<file path="config.mk">
export PLATFORM = sky130hd
export DESIGN_NAME = host_bus_if
export DESIGN_NICKNAME = d
export VERILOG_FILES = /design/src/rtl/host_bus_if.sv
export SDC_FILE = /design/constraint.sdc
export NUM_CORES = 1
export LEC_CHECK = 0
export ABC_CLOCK_PERIOD_IN_PS = 2300
export BUFFER_PORTS_ARGS = -buffer_cell sky130_fd_sc_hd__buf_4
export CAP_MARGIN = 10
export CORE_ASPECT_RATIO = 0.6
export CORE_UTILIZATION = 53
export DETAILED_ROUTE_END_ITERATION = 16
export PLACE_DENSITY = 0.76
export SYNTH_ARGS = -nofsm -noshare
export SYNTH_HDL_FRONTEND = slang
export SYNTH_SLANG_ARGS = --single-unit
</file>
<file path="constraint.sdc">
create_clock -name clk -period 2.3 [get_ports clk]
set_input_delay 0.46 -clock clk [delete_from_list [all_inputs] [get_ports clk]]
set_output_delay 0.46 -clock clk [all_outputs]
set_load 0.05 [all_outputs]
</file>
<file path="src/rtl/host_bus_if.sv">
module host_bus_if #(
  parameter int AW          = 12,
  parameter int DW          = 8,
  parameter int NREG        = 8,
  parameter int IRQ_POL_BIT = 6
) (
  input  logic          clk,
  input  logic          rst_n,
  input  logic          bus_mode,
  input  logic          cs_n,
  input  logic          addr_stb_n,
  input  logic          stb0_n,
  input  logic          stb1,
  input  logic [AW-1:0] addr,
  input  logic [DW-1:0] d_i,
  output logic [DW-1:0] d_o,
  output logic          d_oe,
  output logic          ack,
  input  logic [DW-1:0] evt,
  output logic          irq
);

  localparam logic [AW-1:0] A_CFG  = AW'(0);
  localparam logic [AW-1:0] A_EN   = AW'(1);
  localparam logic [AW-1:0] A_PEND = AW'(2);
  localparam int            FIRST_SCR = 3;

  logic [AW-1:0] addr_q;
  logic [DW-1:0] wdata_q, cfg_q, en_q, pend_q, rdata;
  logic [DW-1:0] scr_q [FIRST_SCR:NREG-1];
  logic          wr_q, rdy_q, cs_q;
  logic          rd_act, wr_act, commit;

  assign rd_act = !cs_n && (bus_mode ? !stb1 : (!stb0_n && stb1));
  assign wr_act = !cs_n && !stb0_n && (bus_mode || !stb1);
  assign commit = wr_q && !wr_act;

  always_ff @(posedge clk or negedge rst_n) begin
    if (!rst_n) begin
      addr_q  <= '0;
      wdata_q <= '0;
      wr_q    <= 1'b0;
      rdy_q   <= 1'b0;
      cs_q    <= 1'b1;
      cfg_q   <= '0;
      en_q    <= '0;
      pend_q  <= '0;
    end else begin
      if (!addr_stb_n) addr_q <= addr;
      if (wr_act) wdata_q <= d_i;
      wr_q  <= wr_act;
      rdy_q <= rd_act || wr_act;
      cs_q  <= cs_n;
      if (commit && addr_q == A_CFG) cfg_q <= wdata_q;
      if (commit && addr_q == A_EN)  en_q  <= wdata_q;
      pend_q <= (pend_q & ~((commit && addr_q == A_PEND) ? wdata_q : '0)) | evt;
    end
  end

  always_ff @(posedge clk or negedge rst_n) begin
    if (!rst_n) begin
      for (int i = FIRST_SCR; i < NREG; i++) scr_q[i] <= '0;
    end else begin
      for (int i = FIRST_SCR; i < NREG; i++)
        if (commit && addr_q == AW'(i)) scr_q[i] <= wdata_q;
    end
  end

  always_comb begin
    rdata = '0;
    if (addr_q == A_CFG)  rdata = cfg_q;
    if (addr_q == A_EN)   rdata = en_q;
    if (addr_q == A_PEND) rdata = pend_q;
    for (int i = FIRST_SCR; i < NREG; i++)
      if (addr_q == AW'(i)) rdata = scr_q[i];
  end

  assign d_o  = rdata;
  assign d_oe = rd_act;
  assign ack  = bus_mode ? rdy_q : (cs_n || stb0_n);
  assign irq  = (|(pend_q & en_q)) ^ cfg_q[IRQ_POL_BIT];

  // the held address moves only in a cycle that followed a low strobe
  a_r1_addr_hold: assert property (@(posedge clk) disable iff (!rst_n)
    $past(addr_stb_n) |-> $stable(addr_q));

  // acknowledge low while selected data strobe is low
  a_r5_dtack_low: assert property (@(posedge clk) disable iff (!rst_n)
    (!bus_mode && !cs_n && !stb0_n) |-> !ack);

  // ready follows a selected strobe by one clock
  a_r6_rdy_follows: assert property (@(posedge clk) disable iff (!rst_n)
    (bus_mode && !cs_n && (!stb0_n || !stb1)) |=> ack);

  // the data path is driven only while selected
  a_r7_oe_selected: assert property (@(posedge clk) disable iff (!rst_n)
    d_oe |-> !cs_n);

  // no register change after a cycle without chip select
  a_r8_no_cs_no_write: assert property (@(posedge clk) disable iff (!rst_n)
    cs_q |=> ($stable(cfg_q) && $stable(en_q)));

  // with nothing enabled and pending, the pin rests at its idle level
  a_r10_irq_idle: assert property (@(posedge clk) disable iff (!rst_n)
    !(|(pend_q & en_q)) |-> (irq == cfg_q[IRQ_POL_BIT]));

endmodule

</file>
==> flow_summary.yaml, run 1 <==
outcome:
  outcome: "finished with violations"
  violations: "setup timing"
floorplanning:
  top_level_ports: 46
  fp.dieW_microns: 116
  std_cell_rows: 24
  start_util_pct: 56.1
  die_area_sq_um: 8220
  coreArea_sq_um: 7420
  die_h_microns: 70.6
routing:
  wl_met1_microns: 4720
  wl_met2_microns: 4350
  ant_nets: 0
  drt-total-wl_microns: 10100
  drc_errors: 0
  dr.first_iter.drc_count: 244
  viasPerCell: 5.84
  dr.pass1.iters: 5
  highest_layer: "met4"
  wl_met3_microns: 872
  routedWlPerCell_microns: 20.1
  vias: 2927
yosys:
  syn_nets: 365
  yosys_warnings: 0
  syn_area_sq_um: 4160
  ys_top_cells_by_count: "dfrtp_1, mux2_2, o21ai_0"
  netlist.area_leader.share_pct: 51.7
  synth-edff-count: 0
  syn_inst: 330
  ys_seq_area_share_pct: 51.7
  synth_cell_types: 37
  ys_ff_latch: 86
  synth_top_area_cell: "dfrtp_1"
  postSynth.asyncResetShare_pct: 100
  yosysMostFrequentCell: "dfrtp_1"
  synth_flop_cell: "dfrtp_1"
  syn_avg_cell_area_sq_um: 12.6
  synth_area_leaders: "dfrtp_1, mux2_2, mux2i_1, mux2_4, o21ai_0"
placed_design:
  place.gp.congestion: 0.861
  portBuffers: 45
  dp_cells: 484
  dp_hpwl_microns: 6930
cts:
  htreeDepth: 3
  cts_tree: "yes"
  cts_made_buffers: 9
  clk_latency_ns: 0.34
  clkTransAtPathRegs_ns: 0.06
  cts_hold_buf: 0
  clkSinkCount: 86
  clockBufferDepth: 2
  clockRootBuffer: "clkbuf_16"
final_layout:
  final_cells: 501
  finalNetCount: 427
  regArea_sq_um: 2150
  fill_cells: 541
  antennaDiodeCount: 0
  area_growth_pct: 25.9
  final_layout_size_suffix_gt1_share_pct: 47.1
  multiInputGateArea_sq_um: 2010
power:
  max-vdd-ir-drop_uv: 617
  pwr-share-seq_pct: 48.4
  switching_power_mw: 0.886
  power_density_nw_per_um2: 659
  comb_power_share_pct: 11.2
  power.internal_mw: 2.57
  switching_share_pct: 25.7
  p_leak_nw: 2.39
  clkPwrFrac_pct: 40.4
critical_path:
  crit_fanout: 4
  reg2reg_to: "scr_q[39]"
  crit_chain: "or4_4 > or2_4 > nor3_4 > a32o_2 > buf_8"
  crit_slowest_cell: "or4_4"
  criticalPathCategory: "reg -> out"
  cp-start-kind: "flip-flop"
  cp_slowest_stage_delay_ns: 0.55
  crit_path_end_kind: "output port"
  crit_required_ns: 1.84
  worst-r2r-cell-count: 6
  cp_data_arrival_time_ns: 2.18
  timing.rr.start: "addr_q[7]"
  r2r_setup_slack_ns: -0.11
sta:
  worst_pin_slew_ns: 0.746
  period_needed_ns: 2.64
  timing.final.ws_setup_ns: -0.335
  max_freq_ghz: 0.379
  relSlewSlack_pct: 50.2
  fin_tns_setup_ns: -3.97
  rsz0062_at_grt: "yes"
  fin_skew_ns: 0.00912
  hold_viol: 0
  fin_crit_sh_pct: 115
  drv_slew: 0
  final-setup-viol-count: 24
hold_path:
  min_path_type: "in -> async"
global_routing:
  overflow: 0
  antenna_found_initial: 0
  grt_usage_pct: 27.0
  grt_max_degree: 43
  grt_pass1_vias: 2929
  grt_pass1_wl_microns: 16200
job:
  maxCapViolations: 0
==> repair_timing <==
action / in CTS / in global routing
endpoints found under the setup margin: 40 / 46
buffers inserted: 2 / 0
gates resized for setup: 25 / 4
pin swaps: 6 / 6
==> registers in the layout, indices dropped and copies added (netlist names) <==
register	count
en_q	8
wr_q	1
cfg_q	8
pend_q	8
scr_q	40
addr_q	12
rdy_q	1
wdata_q	8
==> worst max-delay path: cells and delay by family (launching register included) <==
kind / cells / cell delay (ns)
simple gates: 3 / 1.03
flops: 1 / 0.39
compound gates: 1 / 0.25
buf+inv: 1 / 0.15
==> power by group through the flow <==
| stage | Sequential, mW | Clock [mW] | Combinational [mW] |
|---|---|---|---|
| floorplan | 1.64 | 0 | 0.221 |
| global placement | 1.68 | 0 | 0.373 |
| detailed placement | 1.69 | 0 | 0.381 |
| CTS | 1.66 | 1.42 | 0.386 |
| global route | 1.68 | 1.48 | 0.417 |
| finish | 1.67 | 1.39 | 0.388 |
==> metrics by stage <==
stage	instance area [sq um]	setup WS [ns]	hold WS, ns	power, mW	utilization (%)
6_report	5240	-0.335	0.0467	3.45	70.7
5_1_grt	5240	-0.382	0.0560	3.58	70.7
4_1_cts	5240	-0.380	0.0440	3.46	70.7
3_5_place_dp	4850	-0.161	0.406	2.07	65.4
3_3_place_gp	4850	-0.109	0.404	2.06	65.4
2_1_floorplan	4220	0.00374	0.164	1.86	-
==> placed cells by master, fill, tap and decap left out, drive strengths merged, types with 5 or more instances in the layout <==
cell type,n
mux2i,15
o2bb2ai,8
clkbuf,14
nor2,12
nor3,10
dfrtp,86
a21o,8
a22oi,5
nand2b,7
nand3,8
mux2,81
nand2,7
buf,71
a21oi,7
o21ai,19
==> logic make-up after synthesis <==
kind of cell	synth area share, %
AO/OA/AOI/OAI	10.3
XOR/XNOR	0.211
buffers and inverters	2.56
flip-flops	51.7
multiplexers	26.2
AND/OR/NAND/NOR	8.93
==> worst max-delay path by stage <==
stage,cells past startpoint,slack (ns),endpoint,startpoint
global placement,6,-0.11,d_o[6],addr_q[7]
CTS,5,-0.38,d_o[4],addr_q[9]
detailed placement,6,-0.16,d_o[6],addr_q[7]
floorplan,5,0.004,d_o[0],addr_q[7]
finish,5,-0.34,d_o[4],addr_q[7]
global route,5,-0.38,d_o[4],addr_q[7]
==> final cells by class <==
| class | instances | area share [%] |
|---|---|---|
| Sequential cell | 86 | 41.1 |
| Multi-Input combinational cell | 220 | 38.4 |
| Timing Repair Buffer | 71 | 12.3 |
| Clock buffer | 14 | 5.23 |
| Tap cell | 104 | 2.48 |
| Clock inverter | 2 | 0.286 |
| Inverter | 4 | 0.286 |
==> routing by layer <==
layer,track usage (%),up-vias
met1,41.3,1465
met4,7.98,0
met2,37.1,110
li1,-,1339
met3,7.71,13
met5,0,-
(Power assumes the default switching activity.)
==> inputs of run 2 (changes only) <==
--- a/config.mk
+++ b/config.mk
@@ -5,6 +5,7 @@
 export SDC_FILE = /design/constraint.sdc
 export NUM_CORES = 1
 export LEC_CHECK = 0
+export ABC_AREA = 1
 export ABC_CLOCK_PERIOD_IN_PS = 2300
 export BUFFER_PORTS_ARGS = -buffer_cell sky130_fd_sc_hd__buf_4
 export CAP_MARGIN = 10
==> run 2 against run 1 <==
  * The run still ends with setup timing left
  * Critical path depth increased by 5
  * Clock skew decreased by 0.0027 ns
  * Cell count grew 32%
  * Largest cell class unchanged
  * Highest routed layer unchanged
==> flow_summary.yaml, run 2 <==
outcome:
  violations: "setup timing"
  outcome: "finished with violations"
sta:
  relSlewSlack_pct: 63.9
  hold_ws_ns: 0.0971
  max_freq_ghz: 0.391
  timing.final.ws_setup_ns: -0.255
  worst_pin_slew_ns: 0.541
  rsz0062_at_grt: "yes"
  final-setup-viol-count: 8
  fin_skew_ns: 0.00639
  fin_crit_sh_pct: 111
  hold_viol: 0
  period_needed_ns: 2.56
  drv_slew: 0
floorplanning:
  std_cell_rows: 24
  top_level_ports: 46
  coreArea_sq_um: 7390
  fp.dieW_microns: 116
  start_util_pct: 55.5
  die_area_sq_um: 8100
  die_h_microns: 70.1
critical_path:
  cp_data_arrival_time_ns: 2.10
  crit_required_ns: 1.84
  r2r_setup_slack_ns: 0.42
  crit_path_end_kind: "output port"
  cp-start-kind: "flip-flop"
  criticalPathCategory: "reg -> out"
  crit_fanout: 4
routing:
  vias: 3621
  ant_nets: 0
  routedWlPerCell_microns: 15.8
  dr.first_iter.drc_count: 364
  drt-total-wl_microns: 10400
  drc_errors: 0
  viasPerCell: 5.48
  dr.pass1.iters: 5
placed_design:
  place.gp.congestion: 0.902
  portBuffers: 45
  dp_hpwl_microns: 6980
  dp_slack_ns: 0.0436
yosys:
  synth_flop_cell: "dfrtp_1"
  netlist.area_leader.share_pct: 52.5
  syn_avg_cell_area_sq_um: 8.44
  synth_cell_types: 32
  ys_seq_area_share_pct: 52.5
  syn_inst: 486
  syn_area_sq_um: 4100
  synth_top_area_cell: "dfrtp_1"
  yosysMostFrequentCell: "nand2_1"
  synth_area_leaders: "dfrtp_1, nand2_1, o21ai_1, nor2_1, inv_1"
  postSynth.asyncResetShare_pct: 100
  ys_top_cells_by_count: "nand2_1, dfrtp_1, o21ai_1"
  yosys_warnings: 0
  ys_ff_latch: 86
  syn_nets: 521
  synth-edff-count: 0
global_routing:
  grt_usage_pct: 27.9
  grt_pass1_wl_microns: 16900
  grt_pass1_vias: 3354
  overflow: 0
  grt_max_degree: 47
  antenna_found_initial: 0
final_layout:
  final_layout_size_suffix_gt1_share_pct: 25.9
  reg.largest.list: "scr_q: 40 flops, addr_q: 12 flops"
  antennaDiodeCount: 0
  final_common_cell: "nand2_1"
  fin_util_pct: 70.2
  area_growth_pct: 26.5
  regArea_sq_um: 2150
  multiInputGateArea_sq_um: 1810
  largest_register_ff_count: 40
  fill_cells: 600
  finalNetCount: 587
  top_register: "scr_q"
  final_cell_mix: "nand2_1, dfrtp_1, buf_4"
power:
  switching_power_mw: 0.829
  pwr-share-seq_pct: 47.5
  comb_power_share_pct: 10.1
  switching_share_pct: 24.8
  clkPwrFrac_pct: 42.4
  power_density_nw_per_um2: 644
  power.internal_mw: 2.51
  max-vdd-ir-drop_uv: 508
  p_leak_nw: 2.51
job:
  maxCapViolations: 0
hold_path:
  min_path_type: "in -> async"
cts:
  cts_hold_buf: 0
  htreeDepth: 3
  clockBufferDepth: 2
  clkSinkCount: 86
  clkTransAtPathRegs_ns: 0.06
  cts_tree: "yes"
  clockRootBuffer: "clkbuf_16"
  cts_made_buffers: 9
  clk_latency_ns: 0.35
[run 2: cell count changes after synthesis, sizes merged, moves of 17 or more]
| cell | previous run | this run |
|---|---|---|
| inv | 4 | 46 |
| nand3 | 8 | 25 |
| o21ai | 19 | 70 |
| mux2 | 81 | 8 |
| nor2 | 12 | 51 |
| nand2 | 7 | 149 |
[run 2: worst paths after layout]
path | from | endpoint | cells past startpoint
min in group clk | evt[0] | pend_q[0] | 3
min | rst_n | addr_q[8] | 1
max | addr_q[7] | d_o[4] | 10
min reg2reg | scr_q[3] | scr_q[3] | 2
max reg2reg | addr_q[7] | scr_q[6] | 10
max in group asynchronous | rst_n | scr_q[36] | 2
[run 2: logic make-up (layout without fill, tap and decap cells)]
group                     Yosys count  after routing  synth area share, %
muxes                               8              8                 2.20
and+or+nand+nor                   245            245                 27.8
DFF                                86             86                 52.5
xor gates and xnor gates            1              1                0.214
AOI/OAI and AO/OA                  85             85                 11.2
buffers and inverters              61            132                 6.16
[run 2: repair_timing]
action	CTS	global route
pin swaps	4	10
setup buffers	9	4
cloned	0	1
setup endpoints to repair	8	8
resized for setup	29	21
[run 2: power by group through the flow]
| stage | clock network, mW | registers (mW) | logic, mW |
|---|---|---|---|
| 6_report | 1.42 | 1.59 | 0.338 |
| 5_1_grt | 1.50 | 1.59 | 0.369 |
| 4_1_cts | 1.44 | 1.58 | 0.330 |
| 3_5_place_dp | 0 | 1.61 | 0.305 |
| 3_3_place_gp | 0 | 1.61 | 0.297 |
| 2_1_floorplan | 0 | 1.60 | 0.153 |
[run 2: layer usage]
metal / part of all wire (%) / track usage [%] / wire, microns / up-vias
li1: - / - / - / 1716
met2: 44 / 39.1 / 4600 / 164
met4: 1.4 / 8.51 / 146 / 0
met1: 45 / 40.8 / 4740 / 1721
met3: 9.0 / 9.11 / 939 / 20
met5: 0 / 0 / 0 / -
[run 2: layout make-up]
class | instances | share of cell area (%)
inverters | 46 | 3.47
clock buffers | 13 | 4.63
clock inverters | 3 | 0.868
flip-flops and latches | 86 | 41.5
well taps | 104 | 2.51
repair buffers | 70 | 12.1
multi-input cells | 339 | 34.9
[run 2: metrics by stage]
step                      cell area, sq um  std cells  power (mW)  TNS (ns)
after floorplan                       4100        486        1.76         0
after global placement                4600        631        1.90    -0.104
after detailed placement              4600        631        1.91         0
after CTS                             5070        656        3.36     -1.46
after global routing                  5190        661        3.45     -2.95
final                                 5190        661        3.34     -1.93
[run 2: critical path, cell delays in order (launching register included)]
cell	delay (ns)
dfrtp_1	0.38
nor2_2	0.16
nand2_4	0.10
buf_4	0.16
buf_6	0.11
nor4_4	0.23
nand2_2	0.17
nor2_1	0.12
nor2_1	0.06
nand4_1	0.08
buf_6	0.17
